**config.mk**
```make
export PLATFORM = sky130hd
export DESIGN_NAME = uart_rx_autorts
export DESIGN_NICKNAME = d
export VERILOG_FILES = /design/src/rtl/rxf_pkg.sv /design/src/rtl/rx_deser.sv /design/src/rtl/rx_fifo.sv /design/src/rtl/rts_ctrl.sv /design/src/rtl/uart_rx_autorts.sv
export SDC_FILE = /design/constraint.sdc
export NUM_CORES = 1
export LEC_CHECK = 0
export BUFFER_PORTS_ARGS = -buffer_cell sky130_fd_sc_hd__buf_2
export CORE_MARGIN = 10
export CORE_UTILIZATION = 46
export CTS_CLUSTER_DIAMETER = 30
export DETAILED_ROUTE_END_ITERATION = 10
export PLACE_DENSITY = 0.7
export SLEW_MARGIN = 40
export SYNTH_ARGS = -nofsm -noshare
export SYNTH_HDL_FRONTEND = slang
export SYNTH_SLANG_ARGS = --single-unit
```
**constraint.sdc**
```tcl
create_clock -name clk -period 4.8 [get_ports clk]
set_input_delay 0.24 -clock clk [delete_from_list [all_inputs] [get_ports clk]]
set_output_delay 0.24 -clock clk [all_outputs]
set_load 0.03 [all_outputs]
```
**src/rtl/rxf_pkg.sv**
```systemverilog
// Shared constants, types and helpers for the serial receiver with
// level-driven request-to-send. Assumes a power-of-two store depth.
package rxf_pkg;

    localparam int DATA_W     = 8;
    localparam int OVS        = 16;
    localparam int FIFO_DEPTH = 16;
    localparam int LVL_W      = $clog2(FIFO_DEPTH + 1);

    typedef enum logic [1:0] {
        TRIG_1  = 2'd0,
        TRIG_4  = 2'd1,
        TRIG_8  = 2'd2,
        TRIG_14 = 2'd3
    } trig_e;

    typedef enum logic [1:0] {
        RX_IDLE,
        RX_START,
        RX_DATA,
        RX_STOP
    } rx_state_e;

    // Map a throttle select code to its character count.
    function automatic logic [LVL_W-1:0] trig_count(input logic [1:0] sel);
        case (sel)
            TRIG_1:  return LVL_W'(1);
            TRIG_4:  return LVL_W'(4);
            TRIG_8:  return LVL_W'(8);
            default: return LVL_W'(14);
        endcase
    endfunction

endpackage

```
**src/rtl/rx_deser.sv**
```systemverilog
// Oversampling serial deserialiser.
// Synchronises the line, qualifies a start bit at half a bit time, and
// samples each data bit and the stop bit at its centre. It emits a
// one-clock valid pulse with the assembled character, and it flags when a
// character is past its first data bit. Assumes baud_tick is a one-clock
// pulse at OVS times the bit rate. The stop bit value is not checked.
module rx_deser #(
    parameter int DATA_W = rxf_pkg::DATA_W,
    parameter int OVS    = rxf_pkg::OVS
) (
    input  logic              clk,
    input  logic              rst_n,
    input  logic              enable,
    input  logic              baud_tick,
    input  logic              serial_in,
    output logic              byte_valid,
    output logic [DATA_W-1:0] byte_data,
    output logic              in_flight
);
    import rxf_pkg::*;

    localparam int CNT_W = $clog2(OVS);
    localparam int BIT_W = $clog2(DATA_W);
    localparam logic [CNT_W-1:0] HALF_M1 = CNT_W'(OVS / 2 - 1);
    localparam logic [CNT_W-1:0] FULL_M1 = CNT_W'(OVS - 1);
    localparam logic [BIT_W-1:0] LAST_BIT = BIT_W'(DATA_W - 1);

    logic [1:0]        sync_q;
    logic              line;
    rx_state_e         state_q;
    logic [CNT_W-1:0]  tick_q;
    logic [BIT_W-1:0]  bit_q;
    logic [DATA_W-1:0] shift_q;
    logic              valid_q;

    assign line = sync_q[1];

    // Two-stage synchroniser for the asynchronous line, idle high.
    always_ff @(posedge clk) begin
        if (!rst_n) sync_q <= 2'b11;
        else        sync_q <= {sync_q[0], serial_in};
    end

    // Frame state machine, advanced on baud ticks only.
    always_ff @(posedge clk) begin
        if (!rst_n || !enable) begin
            state_q <= RX_IDLE;
            tick_q  <= '0;
            bit_q   <= '0;
            shift_q <= '0;
            valid_q <= 1'b0;
        end else begin
            valid_q <= 1'b0;
            if (baud_tick) begin
                case (state_q)
                    RX_IDLE: begin
                        if (!line) begin
                            state_q <= RX_START;
                            tick_q  <= '0;
                        end
                    end
                    RX_START: begin
                        if (tick_q == HALF_M1) begin
                            tick_q <= '0;
                            bit_q  <= '0;
                            state_q <= line ? RX_IDLE : RX_DATA;
                        end else begin
                            tick_q <= tick_q + 1'b1;
                        end
                    end
                    RX_DATA: begin
                        if (tick_q == FULL_M1) begin
                            tick_q  <= '0;
                            shift_q <= {line, shift_q[DATA_W-1:1]};
                            if (bit_q == LAST_BIT) state_q <= RX_STOP;
                            else                   bit_q   <= bit_q + 1'b1;
                        end else begin
                            tick_q <= tick_q + 1'b1;
                        end
                    end
                    default: begin
                        if (tick_q == FULL_M1) begin
                            tick_q  <= '0;
                            valid_q <= 1'b1;
                            state_q <= RX_IDLE;
                        end else begin
                            tick_q <= tick_q + 1'b1;
                        end
                    end
                endcase
            end
        end
    end

    assign byte_valid = valid_q;
    assign byte_data  = shift_q;
    assign in_flight  = ((state_q == RX_DATA) && (bit_q != '0)) || (state_q == RX_STOP);

endmodule

```
**src/rtl/rx_fifo.sv**
```systemverilog
// Character store with show-ahead read.
// Accepts a push unless it is full, in which case the character is dropped
// and a sticky overrun flag is set. A pop while empty is ignored. Assumes
// DEPTH is a power of two.
module rx_fifo #(
    parameter int DATA_W = rxf_pkg::DATA_W,
    parameter int DEPTH  = rxf_pkg::FIFO_DEPTH
) (
    input  logic                       clk,
    input  logic                       rst_n,
    input  logic                       push,
    input  logic [DATA_W-1:0]          push_data,
    input  logic                       pop,
    output logic [DATA_W-1:0]          rd_data,
    output logic [$clog2(DEPTH+1)-1:0] level,
    output logic                       empty,
    output logic                       overrun
);
    localparam int AW = $clog2(DEPTH);
    localparam int LW = $clog2(DEPTH + 1);
    localparam logic [LW-1:0] FULL_LVL = LW'(DEPTH);

    logic [DATA_W-1:0] mem [DEPTH];
    logic [AW-1:0]     wr_q;
    logic [AW-1:0]     rd_q;
    logic [LW-1:0]     lvl_q;
    logic              ovr_q;
    logic              full;
    logic              do_push;
    logic              do_pop;

    assign full    = (lvl_q == FULL_LVL);
    assign empty   = (lvl_q == '0);
    assign do_push = push && !full;
    assign do_pop  = pop && !empty;

    // Storage array write; contents need no reset.
    always_ff @(posedge clk) begin
        if (do_push) mem[wr_q] <= push_data;
    end

    // Pointer and occupancy bookkeeping.
    always_ff @(posedge clk) begin
        if (!rst_n) begin
            wr_q  <= '0;
            rd_q  <= '0;
            lvl_q <= '0;
        end else begin
            if (do_push) wr_q <= wr_q + 1'b1;
            if (do_pop)  rd_q <= rd_q + 1'b1;
            case ({do_push, do_pop})
                2'b10:   lvl_q <= lvl_q + 1'b1;
                2'b01:   lvl_q <= lvl_q - 1'b1;
                default: lvl_q <= lvl_q;
            endcase
        end
    end

    // Sticky record of a character dropped on a full store.
    always_ff @(posedge clk) begin
        if (!rst_n)              ovr_q <= 1'b0;
        else if (push && full)   ovr_q <= 1'b1;
    end

    assign rd_data = mem[rd_q];
    assign level   = lvl_q;
    assign overrun = ovr_q;

endmodule

```
**src/rtl/rts_ctrl.sv**
```systemverilog
// Request-to-send decision.
// Low settings hold the sender off at a character threshold. The top
// setting holds it off only from the free space and the arrival state of
// the current character. The output is registered and is high while the
// receiver is disabled or in reset.
module rts_ctrl #(
    parameter int DEPTH = rxf_pkg::FIFO_DEPTH
) (
    input  logic                       clk,
    input  logic                       rst_n,
    input  logic                       enable,
    input  logic [1:0]                 trig_sel,
    input  logic [$clog2(DEPTH+1)-1:0] level,
    input  logic                       in_flight,
    output logic                       rts_n
);
    import rxf_pkg::*;

    localparam int LW = $clog2(DEPTH + 1);

    logic [LW-1:0] free_slots;
    logic [LW-1:0] threshold;
    logic          hold_off;
    logic          rts_q;

    assign free_slots = LW'(DEPTH) - level;
    assign threshold  = LW'(trig_count(trig_sel));

    // Choose the hold-off rule for the selected setting.
    always_comb begin
        if (trig_sel == TRIG_14) begin
            hold_off = !(((free_slots >= LW'(1)) && !in_flight) || (free_slots > LW'(1)));
        end else begin
            hold_off = (level >= threshold);
        end
    end

    // Register the active-low output.
    always_ff @(posedge clk) begin
        if (!rst_n) rts_q <= 1'b1;
        else        rts_q <= !enable || hold_off;
    end

    assign rts_n = rts_q;

endmodule

```
**src/rtl/uart_rx_autorts.sv**
```systemverilog
// Top of the serial receiver with level-driven request-to-send.
// Connects the deserialiser, the character store and the request-to-send
// decision. Assumes rx_trig and rx_en are driven synchronously to clk.
module uart_rx_autorts #(
    parameter int DATA_W     = rxf_pkg::DATA_W,
    parameter int OVS        = rxf_pkg::OVS,
    parameter int FIFO_DEPTH = rxf_pkg::FIFO_DEPTH
) (
    input  logic              clk,
    input  logic              rst_n,
    input  logic              rx_en,
    input  logic              serial_in,
    input  logic              baud_tick,
    input  logic [1:0]        rx_trig,
    input  logic              rd_stb,
    output logic [DATA_W-1:0] rd_data,
    output logic              rx_empty,
    output logic              rts_n,
    output logic              overrun
);
    localparam int LVL_W = $clog2(FIFO_DEPTH + 1);

    logic              byte_valid;
    logic [DATA_W-1:0] byte_data;
    logic              in_flight;
    logic [LVL_W-1:0]  fifo_level;

    rx_deser #(.DATA_W(DATA_W), .OVS(OVS)) u_deser (
        .clk        (clk),
        .rst_n      (rst_n),
        .enable     (rx_en),
        .baud_tick  (baud_tick),
        .serial_in  (serial_in),
        .byte_valid (byte_valid),
        .byte_data  (byte_data),
        .in_flight  (in_flight)
    );

    rx_fifo #(.DATA_W(DATA_W), .DEPTH(FIFO_DEPTH)) u_fifo (
        .clk       (clk),
        .rst_n     (rst_n),
        .push      (byte_valid),
        .push_data (byte_data),
        .pop       (rd_stb),
        .rd_data   (rd_data),
        .level     (fifo_level),
        .empty     (rx_empty),
        .overrun   (overrun)
    );

    rts_ctrl #(.DEPTH(FIFO_DEPTH)) u_rts (
        .clk       (clk),
        .rst_n     (rst_n),
        .enable    (rx_en),
        .trig_sel  (rx_trig),
        .level     (fifo_level),
        .in_flight (in_flight),
        .rts_n     (rts_n)
    );

endmodule

```
## Word level (Yosys, flattened, before mapping)

Memory sizes are Yosys's and may differ from the RTL's. A register that Yosys moved wholly into a read port is not among the register bits.
Cells that the tools add are included.
Widths: inputs -> output; s select.

| word-level totals | value |
|---|---|
| RAM bits | 128 |
| output and inout bits | 11 |
| memories kept | 1 |
| bits in registers | 35 |
| bits of input ports | 8 |
| word-level logic and storage cells | 90 |

| cells by class | value |
|---|---|
| reduce and logical (&&, ||, !) cells | 27 |
| bitwise logic cells | 1 |
| $add $sub $neg | 7 |
| eq/ne operators | 17 |
| magnitude comparators | 3 |
| mux-type cells | 23 |

Memory list:

| memory | depth | bits a word | read ports | clocked after memory_dff | wr ports | line | text |
|---|---|---|---|---|---|---|---|
| u_fifo.mem | 16 | 8 | 1 | 1 | 1 | rx_fifo.sv:23 | `logic [DATA_W-1:0] mem [DEPTH];` |

Operators by type and width:

| kind | count |
|---|---|
| $mux 4 | 5 |
| $add 4x1->4 const B | 3 |
| $mux 2 | 6 |
| $pmux 4 s3 | 1 |
| $eq 2x2->1 const B | 5 |
| $pmux 5 s2 | 1 |
| $mux 3 | 3 |
| $pmux 4 s2 | 1 |
| $eq 2x1->1 const B | 3 |
| $logic_not 1->1 | 6 |
| $ne 2x1->1 const B | 3 |
| $pmux 2 s3 | 1 |
| $pmux 3 s2 | 1 |
| $reduce_and 6->1 | 1 |
| $reduce_bool 3->1 | 2 |
| $add 5x1->5 const B | 1 |
| $eq 5x5->1 const B | 1 |
| $ge 5x1->1 const B | 1 |
| $ge 5x4->1 | 1 |
| $gt 5x1->1 const B | 1 |
| $logic_and 1x1->1 | 5 |
| $logic_not 5->1 | 1 |
| $reduce_and 5->1 | 1 |
| $reduce_or 5->1 | 1 |
| 14 further kinds | 23 |

## Logic depth before layout (Yosys ltp)

Gate-level depths: netlist of the first run.

| logic depth | value |
|---|---|
| depth in word-level cells | 9 |
| gate-level depth with buffers | 16 |
| gate-level depth less buffers | 13 |

## By module

Synthesis of the first run repeated with hierarchy kept, for this count alone.

| unflattened totals | value |
|---|---|
| cells, all modules | 464 |
| area total of the unflattened synthesis | 7109.3 um^2 |

By module, submodules not included:

| module | cells each | sequential area each (um^2) | area an instance (um^2) | times used |
|---|---|---|---|---|
| rx_fifo | 333 | 4204.0 | 5905.7 | 1 |
| rx_deser | 104 | 400.4 | 984.7 | 1 |
| rts_ctrl | 27 | 20.0 | 219.0 | 1 |

## Worst setup path before layout of the first run

No wires, ideal clock.

| timing path | value |
|---|---|
| path kind | register -> register |
| start point | register u_fifo.lvl_q[1], in the netlist u_fifo.level[1] |
| end point | register u_fifo.lvl_q[2], in the netlist u_fifo.level[2] |
| setup slack | 1.687 ns |
| cell stages (with the launch flop) | 17 |
| data required time | 4.726 ns |
| data arrival time | 3.039 ns |
| setup time | 0.074 ns |
| buffers on the path | 3 |
| cells stage by stage | dfxtp_1 clkbuf_2 inv_1 ha_1 and2_1 ha_1 nor2b_1 clkbuf_1 inv_1 ha_1 buf_2 xor2_1 ha_1 a21oi_1 xor2_1 or4b_1 o21ai_0 |

| between the ends | value |
|---|---|
| cells in the longest elaborated chain, start to end | 5 |
| elaborated cells on any way between the ends | 12 |
| classes of those cells | add/sub: 2; eq/ne: 3; mux: 1; reduce/logical: 6 |

RTL lines:

| item | line | text |
|---|---|---|
| from (decl) | rx_fifo.sv:26 | `logic [LW-1:0] lvl_q;` |
| from (signal assigned) | rx_fifo.sv:52 | `2'b10: lvl_q <= lvl_q + 1'b1;` |
| from (signal assigned) | rx_fifo.sv:53 | `2'b01: lvl_q <= lvl_q - 1'b1;` |
| from (signal assigned) | rx_fifo.sv:54 | `default: lvl_q <= lvl_q;` |
| $eq 5x5->1 or $logic_not 5->1 (tied branches) | rx_fifo.sv:32, rx_fifo.sv:33 |  |
| $logic_not 1->1, on equally long branches | rx_fifo.sv:34, rx_fifo.sv:35 |  |
| $logic_and 1x1->1, on equally long branches | rx_fifo.sv:34, rx_fifo.sv:35 |  |
| $eq 2x1->1 or $eq 2x2->1 (tied branches) | rx_fifo.sv:51 | `case ({do_push, do_pop})` |
| $pmux 5 s2 or $reduce_bool 2->1 (tied branches) | - |  |

Parallel ways exist; a longest one is shown, timed or not.
A chain may end at the register's enable or synchronous reset.

## Worst setup path after layout of the first run

Ends and elaborated chain as after synthesis.

==> metrics.md, run 1 <==
| Metric | Value |
|---|---|
| Worst r2r src | u_fifo.level[1] |
| Synth top area share | 54.0% |
| Worst hold stages | 3 |
| Fmax | approximately 0.28 GHz |
| Adder-cell share of the synthesized area | approximately 4.2% |
| Multi-input gate area | roughly 2300 um^2 |
| Setup TNS | 0 ns |
| Die Span Y | between 100 and 150 um |
| Slew HR | between 40% and 50% |
| Clock sinks | 167 |
| Count leader, synth | edfxtp_1 |
| Pleak | roughly 2.3 nW |
| Routed WL | 13.1 mm |
| Clk_skew | between 0.01 and 0.015 ns |
| Number of global-route vias before repair | about 3.9k |
| NumNets Final | around 500 |
| Setup bufs post-CTS | 0 |
| Grt met1 use | 18.0% |
| DP HPWL | 8.35 mm |
| Largest net degree at the start of global routing | 33 |
| Yosys cell types | between 50 and 60 |
| Via density | 5.72 |
| DRT Pass-1 Iters | 5 |
| Crit Path Max Fanout | 9 |
| Post-synthesis sequential area ratio | approximately two thirds |
| Max VDD drop | ~240 uV |
| Worst Hold Class | in -> reg |
| Total grt overflow | 0 |
| Syn avg cell area | around 15 um^2 |
| Post-synth EDFFs | roughly 130 |
| RR Endpoint | u_fifo.level[2] |
| Critical Path RT | roughly 5 ns |
| WL/cell | 19.4 um |
| Top post-synthesis cells by area | edfxtp_1 54%, dfxtp_1 11%, mux4_1 5.5% |
| I/O Buffers | 18 |
| CP Capture Type | flop |
| Clock root buffer | clkbuf_16 |
| Worst reg-to-reg setup slack | about 1.2 ns |
| Tot GR Track Use | about 14% |
| RSZ-0062 raised after global routing | false |
| Power density cells | 416 nW/um^2 |
| Minimum clock period | 3.59 ns |
| Gpl congestion | 0.818 |
| Layout filler cell count | 1242 |
| Met3 Track Usage GR | a little under 4% |
| Htree depth | 4 |
| Cts bufs inserted | 17 |
| Routed Antenna Nets | 0 |
| Syn Inst Count | 460 |
| Die area | around 21000 um^2 |
| Antenna Cells | 0 |
| Crit path DAT | ~4.0 ns |
| Post-route DRC | 0 |
| GRT busiest layer | met2 |
| Detailed Route Iter0 Violations | about 250 |
| Clk pin slew, worst setup/hold paths | ~0.070 ns |
| Hold Fails Final Rpt | 0 |
| Critical Path Start Type | flop |
| Row count | 45 |
| Status | completed |
| Actual slew at the worst max-slew pin | around 0.8 ns |
| Syn nets | 492 |
| Placed Cells | 640 |
| Ys flop type | edfxtp_1 |
| Final Max Tran Viols | 0 |
| Post-Layout Cell Count | just under 700 |
| Reg2reg path depth | 13 |
| Met2 Use GR | between 20% and 30% |
| Setup violators final | 0 |
| CP Class | reg -> reg |
| Cell taking the most area after synthesis | edfxtp_1 |
| First-pass GRT wire length | around 21 mm |
| Initial Utilization | 46.8% |
| Worst-case clock buffer depth | 2 |
| Die Wd | around 140 um |
| # IOs | 19 |
| Initial antenna violation count | 0 |
| Area grow syn2layout | 10.8% |
| Synth Area in Compound Gates | around 4.9% |
| CORE AREA | approximately 15000 um^2 |
| Post-synthesis register bit count | 167 |
| Routed vias | 3848 |
| Hold Crit Start | baud_tick |
| Ys async rst share | 0% |
| End of the worst hold path | u_deser.byte_valid |
| TritonCTS clock tree | done |
| Fin crit share | around 75% |
| XOR/XNOR Fraction of Synth Area | roughly 1.7% |
| Register area | ~4600 um^2 |
| Synthesized area | 7110 um^2 |
| Synth top cells by count | 128 x edfxtp_1, 39 x dfxtp_1, 32 x nor2_1 |
| Clock Latency Late Sink | 0.42 ns |
| Post-synthesis simple-gate area fraction | approximately 8.5% |
| Post-synthesis mux area share | 12.8% |
| Synth warn | 0 |
| Max Cap Viol | 0 |
| Layout cell share with drive strength beyond 1 | around 18% |
| CTS resizes | 0 |
| Largest family of logic cells by synthesized area | multiplexers |
cells by family (layout without fill, tap and decap cells):
group / count (synthesis) / in the layout
adders and majority gates: 24 / 24
DFF: 167 / 167
xor gates and xnor gates: 13 / 13
muxes: 45 / 45
buffers and inverters: 39 / 64
AOI/OAI and AO/OA: 52 / 52
and+or+nand+nor: 120 / 120
registers in the layout, indices dropped and copies added (netlist names), 2 cells and up, named ones only:
register and count:
u_fifo.mem 128, u_deser.byte_data 8, u_fifo.level 5, u_deser.tick_q 4, u_fifo.rd_q 4, u_fifo.wr_q 4
u_deser.bit_q 3, u_deser.state_q 2, u_deser.sync_q 2
layer usage:
| metal | share of wire (%) | vias up |
|---|---|---|
| li1 | - | 1788 |
| met1 | 46 | 1944 |
| met4 | 0.94 | 0 |
| met2 | 47 | 106 |
| met5 | 0 | - |
| met3 | 5.7 | 10 |
how the worst max path moves through the flow:
stage,from,slack [ns],depth (start not counted),endpoint
3_3_place_gp,u_fifo.level[1],1.43,13,u_fifo.level[2]
5_1_grt,u_fifo.level[1],0.87,13,u_fifo.level[2]
4_1_cts,u_fifo.level[0],1.20,13,u_fifo.level[2]
2_1_floorplan,u_fifo.level[1],1.69,16,u_fifo.level[2]
3_5_place_dp,u_fifo.level[0],1.28,13,u_fifo.level[2]
6_report,u_fifo.level[1],1.21,13,u_fifo.level[2]
placed cells by master, fill, tap and decap left out, drive strengths merged, types with 13 or more instances in the layout:
cell type / n
a21oi: 13
dfxtp: 39
nor2: 32
mux4: 32
ha: 24
clkbuf: 17
edfxtp: 128
buf: 18
nand2: 28
inv: 18
a22oi: 16
per-stage QoR:
step	util, %	total power [mW]	hold slack, ns	area [um^2]	setup WS, ns
after floorplan	-	2.00	0.341	7110	1.69
after global routing	51.9	3.43	0.169	7880	0.871
final	51.9	3.28	0.140	7880	1.21
after detailed placement	48.1	2.07	0.400	7310	1.28
after global placement	48.0	2.05	0.401	7290	1.43
after CTS	51.8	3.31	0.127	7870	1.20
final cells by class:
| class | count | share of cell area [%] |
|---|---|---|
| Clock buffer | 17 | 5.40 |
| Clock inverter | 15 | 1.52 |
| Inverter | 13 | 0.619 |
| Multi-Input combinational cell | 254 | 29.5 |
| Sequential cell | 167 | 58.7 |
| Tap cell | 188 | 2.98 |
| Timing Repair Buffer | 19 | 1.27 |
critical path, stage by stage, from the launching register on:
cell and delay, ns:
dfxtp_1 0.50, inv_1 0.08, ha_1 0.22, and2_1 0.18, ha_1 0.20, nor2b_1 0.47, inv_1 0.14, ha_1 0.35
xor2_1 0.19, ha_1 0.20, a21oi_1 0.30, xor2_1 0.13, or4b_1 0.47, o21ai_0 0.08
where the power goes:
part	leakage, nW	total, mW	switching [mW]	internal (mW)
sequential	1.20	1.68	0.111	1.56
clock	0.257	1.25	0.575	0.672
combinational	0.812	0.360	0.177	0.183
repair_timing:
item | 4_1_cts | 5_1_grt
hold buffers | 1 | 0
setup endpoints to repair | 0 | 0
endpoints found under the hold margin | 1 | 0
No activity file was read; power rests on OpenSTA's default activity.
==> run 2: changes to the inputs <==
Settings changed: PLACE_DENSITY 0.7 to 0.72.
Clock period 4.8 ns to 2.9 ns, I/O delays scaled along.
==> run 2 against run 1 <==
Compared with the run above:
- sequential power is 58% higher
- total power is 67% higher
- clock power is 60% higher
- sequential share of layout area is 1.2 points lower
- register-to-register slack worse by 0.98 ns
- wire length is 7.7% higher
- critical path depth stayed put
- utilization is 1.0 points higher
- global-route usage is 1.0 points higher
- worst hold slack worse by 0.098 ns
- die area stayed put
- first-iteration DRC count is 10% higher
- largest cell class unchanged
==> metrics.md, run 2 (synthesis gave the netlist of run 1 again) <==
| Metric | Value |
|---|---|
| Max VDD drop | 480 uV (was 244 uV) |
| CTS resizes | 0 (unchanged) |
| I/O Buffers | 18 (unchanged) |
| DP HPWL | 9.03 mm (was 8.35 mm) |
| Clk_skew | 0.0131 ns (was 0.0124 ns) |
| Number of global-route vias before repair | 4182 (was 3946) |
| Status | completed (unchanged) |
| Max Cap Viol | 0 (unchanged) |
| Setup violators final | 0 (unchanged) |
| Clk pin slew, worst setup/hold paths | 0.06 ns (was 0.07 ns) |
| Initial Utilization | 46.8% (unchanged) |
| Final Max Tran Viols | 0 (unchanged) |
| # IOs | 19 (unchanged) |
| Clock root buffer | clkbuf_16 (unchanged) |
| Clock Latency Late Sink | 0.43 ns (was 0.42 ns) |
| Die area | 20800 um^2 (unchanged) |
| NumNets Final | 531 (was 504) |
| Detailed Route Iter0 Violations | 277 (was 251) |
| Die Span Y | 144 um (unchanged) |
| Hold Crit Start | baud_tick (unchanged) |
| Die Wd | 144 um (unchanged) |
| Actual slew at the worst max-slew pin | 0.736 ns (was 0.818 ns) |
| CORE AREA | 15200 um^2 (unchanged) |
| Largest net degree at the start of global routing | 33 (unchanged) |
| Max FFs per register | 128 (unchanged) |
| Layout filler cell count | 1242 (unchanged) |
| Routed length on met2 | 7.16 mm (was 6.16 mm) |
| First-pass GRT wire length | 22.9 mm (was 21.5 mm) |
| Via density | 5.61 (was 5.72) |
| CP Capture Type | flop (unchanged) |
| TritonCTS clock tree | done (unchanged) |
| Routed vias | 3928 (was 3848) |
| Power density cells | 680 nW/um^2 (was 416 nW/um^2) |
| Crit path DAT | 3.02 ns (was 3.95 ns) |
| WL met3 | 636 um (was 750 um) |
| Slew HR | 50.8% (was 45.5%) |
| RSZ-0062 raised after global routing | false (unchanged) |
| DRT Pass-1 Iters | 4 (was 5) |
| Multi-input gate area | 2290 um^2 (was 2320 um^2) |
| Antenna Cells | 0 (unchanged) |
| Routed WL | 14.1 mm (was 13.1 mm) |
| Post-route DRC | 0 (unchanged) |
| Post-route met1 wirelength | 6.11 mm (was 6.03 mm) |
| Htree depth | 4 (unchanged) |
| WL/cell | 20.1 um (was 19.4 um) |
| Most common cell after layout, fill and taps aside | edfxtp_1 (unchanged) |
| Layout cell share with drive strength beyond 1 | 19.9% (was 17.7%) |
| Crit Path Max Fanout | 4 (was 9) |
| Minimum clock period | 2.67 ns (was 3.59 ns) |
| Register area | 4630 um^2 (about the same) |
| Top Metal Used | met4 (unchanged) |
| Hold Fails Final Rpt | 0 (unchanged) |
| Setup TNS | 0 ns (unchanged) |
| Critical Path Start Type | flop (unchanged) |
| Fmax | 0.375 GHz (was 0.278 GHz) |
| CP Class | reg -> reg (unchanged) |
| Top reg by flops | u_fifo.mem (unchanged) |
| Row count | 45 (unchanged) |
| Tot GR Track Use | 14.6% (was 13.6%) |
| Commonest non-fill, non-tap cells in the layout | 128 x edfxtp_1, 38 x dfxtp_1, 32 x nor2_1 (was 128 x edfxtp_1, 37 x dfxtp_1, 28 x nand2_1) |
| Area grow syn2layout | 13.0% (was 10.8%) |
| Clock sinks | 167 (unchanged) |
| Critical Path RT | 3.25 ns (was 5.15 ns) |
| Fin crit share | 92.1% (was 74.8%) |
| Gpl congestion | 0.817 (was 0.818) |
| Pleak | 2.39 nW (was 2.27 nW) |
| Initial antenna violation count | 0 (unchanged) |
| Routed Antenna Nets | 0 (unchanged) |
| Worst Hold Class | in -> reg (unchanged) |
| Total grt overflow | 0 (unchanged) |
| CP startpoint | u_fifo.level[0] (was u_fifo.level[1]) |
| Worst-case clock buffer depth | 2 (unchanged) |
| Cts bufs inserted | 17 (unchanged) |
| WHS | 0.0418 ns (was 0.140 ns) |
| Worst r2r src | u_fifo.level[0] (was u_fifo.level[1]) |
run 2: final timing paths:
check | endpoint | slack (ns) | cells after the start
setup reg to reg | u_fifo.level[2] | 0.23 | 13
hold / removal | u_deser.byte_valid | 0.04 | 3
setup / recovery | u_fifo.level[2] | 0.23 | 13
hold reg to reg | u_deser.sync_q[1] | 0.41 | 1
run 2: critical path: stages (launching register included):
cell and delay [ns]:
dfxtp_1 0.33, inv_1 0.06, ha_1 0.22, and2_1 0.16
ha_1 0.20, nor2b_1 0.15, inv_1 0.08, ha_1 0.23
xor2_1 0.15, ha_1 0.19, a21oi_2 0.18, xor2_1 0.11
or4b_1 0.46, o21ai_0 0.08
run 2: final cells by class:
type | instances | area share (%)
clock inverters | 11 | 0.965
repair buffers | 46 | 3.92
well taps | 188 | 2.93
multi-input cells | 254 | 28.5
clock buffers | 21 | 5.48
flip-flops and latches | 167 | 57.5
inverters | 13 | 0.607
run 2: per-stage QoR:
step           util (%)  power, mW  std cells  setup WS [ns]  instance area, um^2
2_1_floorplan         -       3.33        460        0.00629                 7130
3_5_place_dp       49.4       3.51        667          0.239                 7510
3_3_place_gp       49.4       3.48        667          0.332                 7510
6_report           52.9       5.47        700          0.230                 8040
5_1_grt            52.9       5.72        700         0.0169                 8040
4_1_cts            52.9       5.51        700          0.215                 8040
run 2: repair_timing:
| item | 4_1_cts | 5_1_grt |
|---|---|---|
| buffers inserted | 0 | 0 |
| hold buffers | 1 | 0 |
| hold endpoints to repair | 1 | 0 |
run 2: report_power, final:
part / total [mW] / internal [mW] / switching [mW]
Sequential: 2.66 / 2.59 / 0.0709
Clock: 2.00 / 1.10 / 0.908
Combinational: 0.806 / 0.375 / 0.431
Total: 5.47 / 4.06 / 1.41
run 2: per-layer routing:
metal	vias up	GRT usage, %
met1	1987	18.6
li1	1838	-
met4	0	4.26
met3	18	4.23
met5	-	0
met2	85	23.7
